<file path="src/rtl/flash_cfg_cmd.sv">
module flash_cfg_cmd #(
  parameter logic [15:0] MFR_ID      = 16'h0089,
  parameter logic [15:0] DEV_ID      = 16'h8810,
  parameter logic [15:0] ARRAY_FILL  = 16'hFFFF,
  parameter logic [15:0] STATUS_WORD = 16'h0080
) (
  input  logic        clk,
  input  logic        rst_n,
  input  logic        ce_i,
  input  logic        we_i,
  input  logic        adv_i,
  input  logic        vpp_i,
  input  logic [15:0] addr_i,
  input  logic [7:0]  data_i,
  output logic [15:0] rd_data_o,
  output logic [1:0]  mode_o,
  output logic [15:0] cfg_o
);

  localparam logic [15:0] CFG_KEEP  = 16'hBFCF;
  localparam logic [15:0] CFG_RESET = 16'hBFCF;
  localparam logic [1:0]  M_ARRAY = 2'd0, M_ID = 2'd1, M_STAT = 2'd2, M_SETUP = 2'd3;
  localparam logic [7:0]  C_ARRAY = 8'hFF, C_ID = 8'h90, C_STAT = 8'h70;
  localparam logic [7:0]  C_SETUP = 8'h60, C_CONFIRM = 8'h03;

  logic        wr_open, wr_open_q, wr_end;
  logic [15:0] lat_addr;
  logic [7:0]  lat_cmd;
  logic [1:0]  mode_q, mode_d;
  logic [15:0] cfg_q, cfg_d;
  logic        vpp_unused;

  assign vpp_unused = vpp_i;
  assign wr_open = ce_i & we_i & adv_i;
  assign wr_end  = wr_open_q & ~wr_open;

  always_ff @(posedge clk or negedge rst_n) begin
    if (!rst_n) begin
      wr_open_q <= 1'b0;
      lat_addr  <= '0;
      lat_cmd   <= '0;
    end else begin
      wr_open_q <= wr_open;
      if (wr_open) begin
        lat_addr <= addr_i;
        lat_cmd  <= data_i;
      end
    end
  end

  always_comb begin
    mode_d = mode_q;
    cfg_d  = cfg_q;
    if (wr_end) begin
      if (mode_q == M_SETUP) begin
        mode_d = M_ARRAY;
        if (lat_cmd == C_CONFIRM) cfg_d = lat_addr & CFG_KEEP;
      end else begin
        case (lat_cmd)
          C_ARRAY: mode_d = M_ARRAY;
          C_ID:    mode_d = M_ID;
          C_STAT:  mode_d = M_STAT;
          C_SETUP: mode_d = M_SETUP;
          default: mode_d = mode_q;
        endcase
      end
    end
  end

  always_ff @(posedge clk or negedge rst_n) begin
    if (!rst_n) begin
      mode_q <= M_ARRAY;
      cfg_q  <= CFG_RESET;
    end else begin
      mode_q <= mode_d;
      cfg_q  <= cfg_d;
    end
  end

  always_comb begin
    case (mode_q)
      M_ARRAY: rd_data_o = ARRAY_FILL;
      M_ID: begin
        case (addr_i[7:0])
          8'h00:   rd_data_o = MFR_ID;
          8'h01:   rd_data_o = DEV_ID;
          8'h05:   rd_data_o = cfg_q;
          default: rd_data_o = '0;
        endcase
      end
      default: rd_data_o = STATUS_WORD;
    endcase
  end

  assign mode_o = mode_q;
  assign cfg_o  = cfg_q;

endmodule

</file>
<file path="config.mk">
export PLATFORM = sky130hd
export DESIGN_NAME = flash_cfg_cmd
export DESIGN_NICKNAME = d
export VERILOG_FILES = /design/src/rtl/flash_cfg_cmd.sv
export SDC_FILE = /design/constraint.sdc
export NUM_CORES = 1
export LEC_CHECK = 0
export ABC_AREA = 1
export BUFFER_PORTS_ARGS = -buffer_cell sky130_fd_sc_hd__buf_2
export CORE_AREA = 2 2 67 69
export DETAILED_ROUTE_END_ITERATION = 12
export DIE_AREA = 0 0 69 71
export PLACE_DENSITY = 0.7
export SETUP_SLACK_MARGIN = 0.15
export SYNTH_ARGS = -nofsm -noshare
export SYNTH_HDL_FRONTEND = slang
export SYNTH_SLANG_ARGS = --single-unit
</file>
<file path="constraint.sdc">
create_clock -name clk -period 2.38 [get_ports clk]
set_clock_uncertainty 0.2 [all_clocks]
set_input_delay 0.119 -clock clk [delete_from_list [all_inputs] [get_ports clk]]
set_output_delay 0.119 -clock clk [all_outputs]
set_load 0.03 [all_outputs]
</file>
==> results.json <==
{
  "coreArea_um2": 4200,
  "p_leak_nw": 1.24,
  "final_common_cell": "nand2_1",
  "slew_headroom": 0.483,
  "drv_slew": 0,
  "startpoint_type": "primary input",
  "synth_cells": 233,
  "setup-violations-final": 0,
  "path_cells": "dlygate4sd3_1 -> buf_2 -> inv_1 -> nand2_1 -> nor3_1 -> o21ai_0 -> nand2_1 -> buf_2",
  "synth-seq-cells": 37,
  "crit_arrival_ps": 1750,
  "drc": 0,
  "timing.fmax_mhz": 484,
  "cts_buffers": 5,
  "design_area_um2": 2420,
  "vdd_drop_max_mv": 0.283,
  "critical-path-max-stage-delay_ps": 520,
  "cts_max_level": 2,
  "drtAntennaViolNets": 0,
  "cts_sinks": 37,
  "worst_path_max_delay_cell": "dlygate4sd3_1",
  "tns_ps": 0,
  "final.period_utilization": 0.868,
  "ys_seq_area_frac": 0.517,
  "die_w_um": 69,
  "clk_pin_slew_ps": 70,
  "wire_per_inst_um": 10.6,
  "grt-ovfl-total": 0,
  "hpwl_mm": 2.80,
  "hp-class": "primary input to register",
  "rsz0062_at_grt": "false",
  "p_total_mw": 1.69,
  "synthDistinctLibCells": 22,
  "cts_max_path_buffers": 2,
  "hold_viol_final": 0,
  "cts_tree": "done",
  "status": "completed",
  "grt_max_degree": 38,
  "numPortBuffers": 58,
  "syn_to_final_growth_pct": 32.9,
  "die_h_um": 71,
  "end_kind": "output pin",
  "worstSetupPathType": "primary input to output pin",
  "gp_congestion": 0.842,
  "fin_nets": 341,
  "vias": 1707,
  "yosys_warnings": 0,
  "dp_slack_ps": 601,
  "worstSkewPairLatency_ps": 290,
  "drt-initial-drc-count": 59,
  "vias_per_cell": 4.69,
  "hold_ws_ps": 152,
  "cp_max_fo": 3,
  "syn_area_um2": 1820,
  "drive_above_1_share": 0.295,
  "cts_resized": 0,
  "path_buf_inv": 4,
  "start_util": 0.434,
  "tightest_slew_ps": 776,
  "antenna_found_initial": 0,
  "rows": 24,
  "avgSynthCellArea_um2": 7.82,
  "grt_first_pass_wirelength_mm": 6.72,
  "routed_wl_mm": 3.85,
  "layout_min_cycle_time_ps": 2070,
  "grt_use_total": 0.170,
  "critical_path_required_ps": 2060,
  "firstDrtPassIters": 4,
  "cts_root_buf": "clkbuf_8",
  "max_cap_viol_count": 0,
  "fillers": 416,
  "antenna_cells": 0,
  "grt_pass1_vias": 1554,
  "cpLargestDelayFamily": "buffers and inverters",
  "setup_ws_ps": 313,
  "placed_area_um2": 2110,
  "p_per_area_nw_per_um2": 696,
  "fp.dieArea_um2": 4900,
  "final_cell_mix": "nand2_1 (98), buf_2 (58), nand3_1 (26)",
  "io_pins": 64
}
worst register-to-register path, stage by stage, from the launching register on:
cell     delay [ps]
dfrtp_1         440
nand2_2         100
inv_2            70
nand3_2          80
nor3_4          340
nand2_2         290
o21ai_1         200
cell type report:
| cell class | count | area (um^2) | share of cell area |
|---|---|---|---|
| clock inverters | 2 | 10.0 | 0.00413 |
| flip-flops and latches | 37 | 942 | 0.389 |
| repair buffers | 82 | 526 | 0.217 |
| inverters | 19 | 71.3 | 0.0294 |
| multi-input cells | 166 | 737 | 0.304 |
| clock buffers | 6 | 72.6 | 0.0299 |
| well taps | 52 | 65.1 | 0.0268 |
cells by family (layout without fill, tap and decap cells):
family	count (synthesis)	in the layout	synth area share
AOI/OAI and AO/OA	16	16	0.0439
buffers and inverters	32	109	0.0830
DFF	37	37	0.517
other	1	3	0.00206
and+or+nand+nor	147	147	0.354
state kept, by name (all words and copies together), names as in the netlist:
name       cells
cfg_o         13
lat_addr      13
lat_cmd        8
mode_o         2
wr_open_q      1
synthesized netlist by cell type:
master | instances | share of area
nand2_1 | 98 | 0.20
inv_1 | 14 | 0.029
buf_2 | 4 | 0.011
clkbuf_1 | 2 | 0.0041
nor4_4 | 1 | 0.012
nand2_2 | 2 | 0.0069
o21ai_0 | 13 | 0.036
nor3_1 | 3 | 0.0082
buf_6 | 1 | 0.0062
dfstp_2 | 13 | 0.19
o21ai_1 | 3 | 0.0082
nor2_2 | 1 | 0.0034
dfrtp_1 | 24 | 0.33
conb_1 | 1 | 0.0021
nand4_1 | 3 | 0.010
nand3_1 | 26 | 0.071
buf_4 | 5 | 0.021
nand3_2 | 2 | 0.011
nor2_1 | 10 | 0.021
inv_2 | 5 | 0.010
nor3_4 | 1 | 0.0089
buf_1 | 1 | 0.0021
timing repair:
action,4_1_cts,5_1_grt
setup endpoints to repair,0,13
endpoints found under the hold margin,45,0
hold buffers,22,0
setup buffers,0,1
final timing paths:
| path | start | end | slack [ps] | cells after the start |
|---|---|---|---|---|
| setup / recovery | addr_i[2] | rd_data_o[0] | 310 | 8 |
| hold / removal | we_i | lat_addr[11]$_DFFE_PN0P_ | 150 | 5 |
| setup reg to reg | mode_o[0]$_DFFE_PN0P_ | cfg_o[13]$_DFFE_PN1P_ | 610 | 6 |
| hold reg to reg | cfg_o[10]$_DFFE_PN1P_ | cfg_o[10]$_DFFE_PN1P_ | 270 | 2 |
| max in group asynchronous | rst_n | lat_addr[0]$_DFFE_PN0P_ | 1250 | 2 |
| min in group asynchronous | rst_n | lat_cmd[7]$_DFFE_PN0P_ | 250 | 2 |
report_power, final:
| group | internal, mW | switching, mW |
|---|---|---|
| sequential | 0.694 | 0.0483 |
| combinational | 0.163 | 0.368 |
| clock | 0.203 | 0.210 |
| total | 1.06 | 0.626 |
through the flow:
stage,std cells,util
after floorplan,235,-
after global placement,333,0.503
after detailed placement,333,0.503
after CTS,363,0.575
after global routing,364,0.576
final,364,0.576
layer usage:
metal | track usage | vias to the layer above | routed length [um]
li1 | - | 887 | -
met1 | 0.218 | 751 | 1810
met2 | 0.277 | 65 | 1760
met3 | 0.0413 | 4 | 239
met4 | 0.0719 | 0 | 44
met5 | 0 | - | 0
Power figures use the tool's default switching activity.
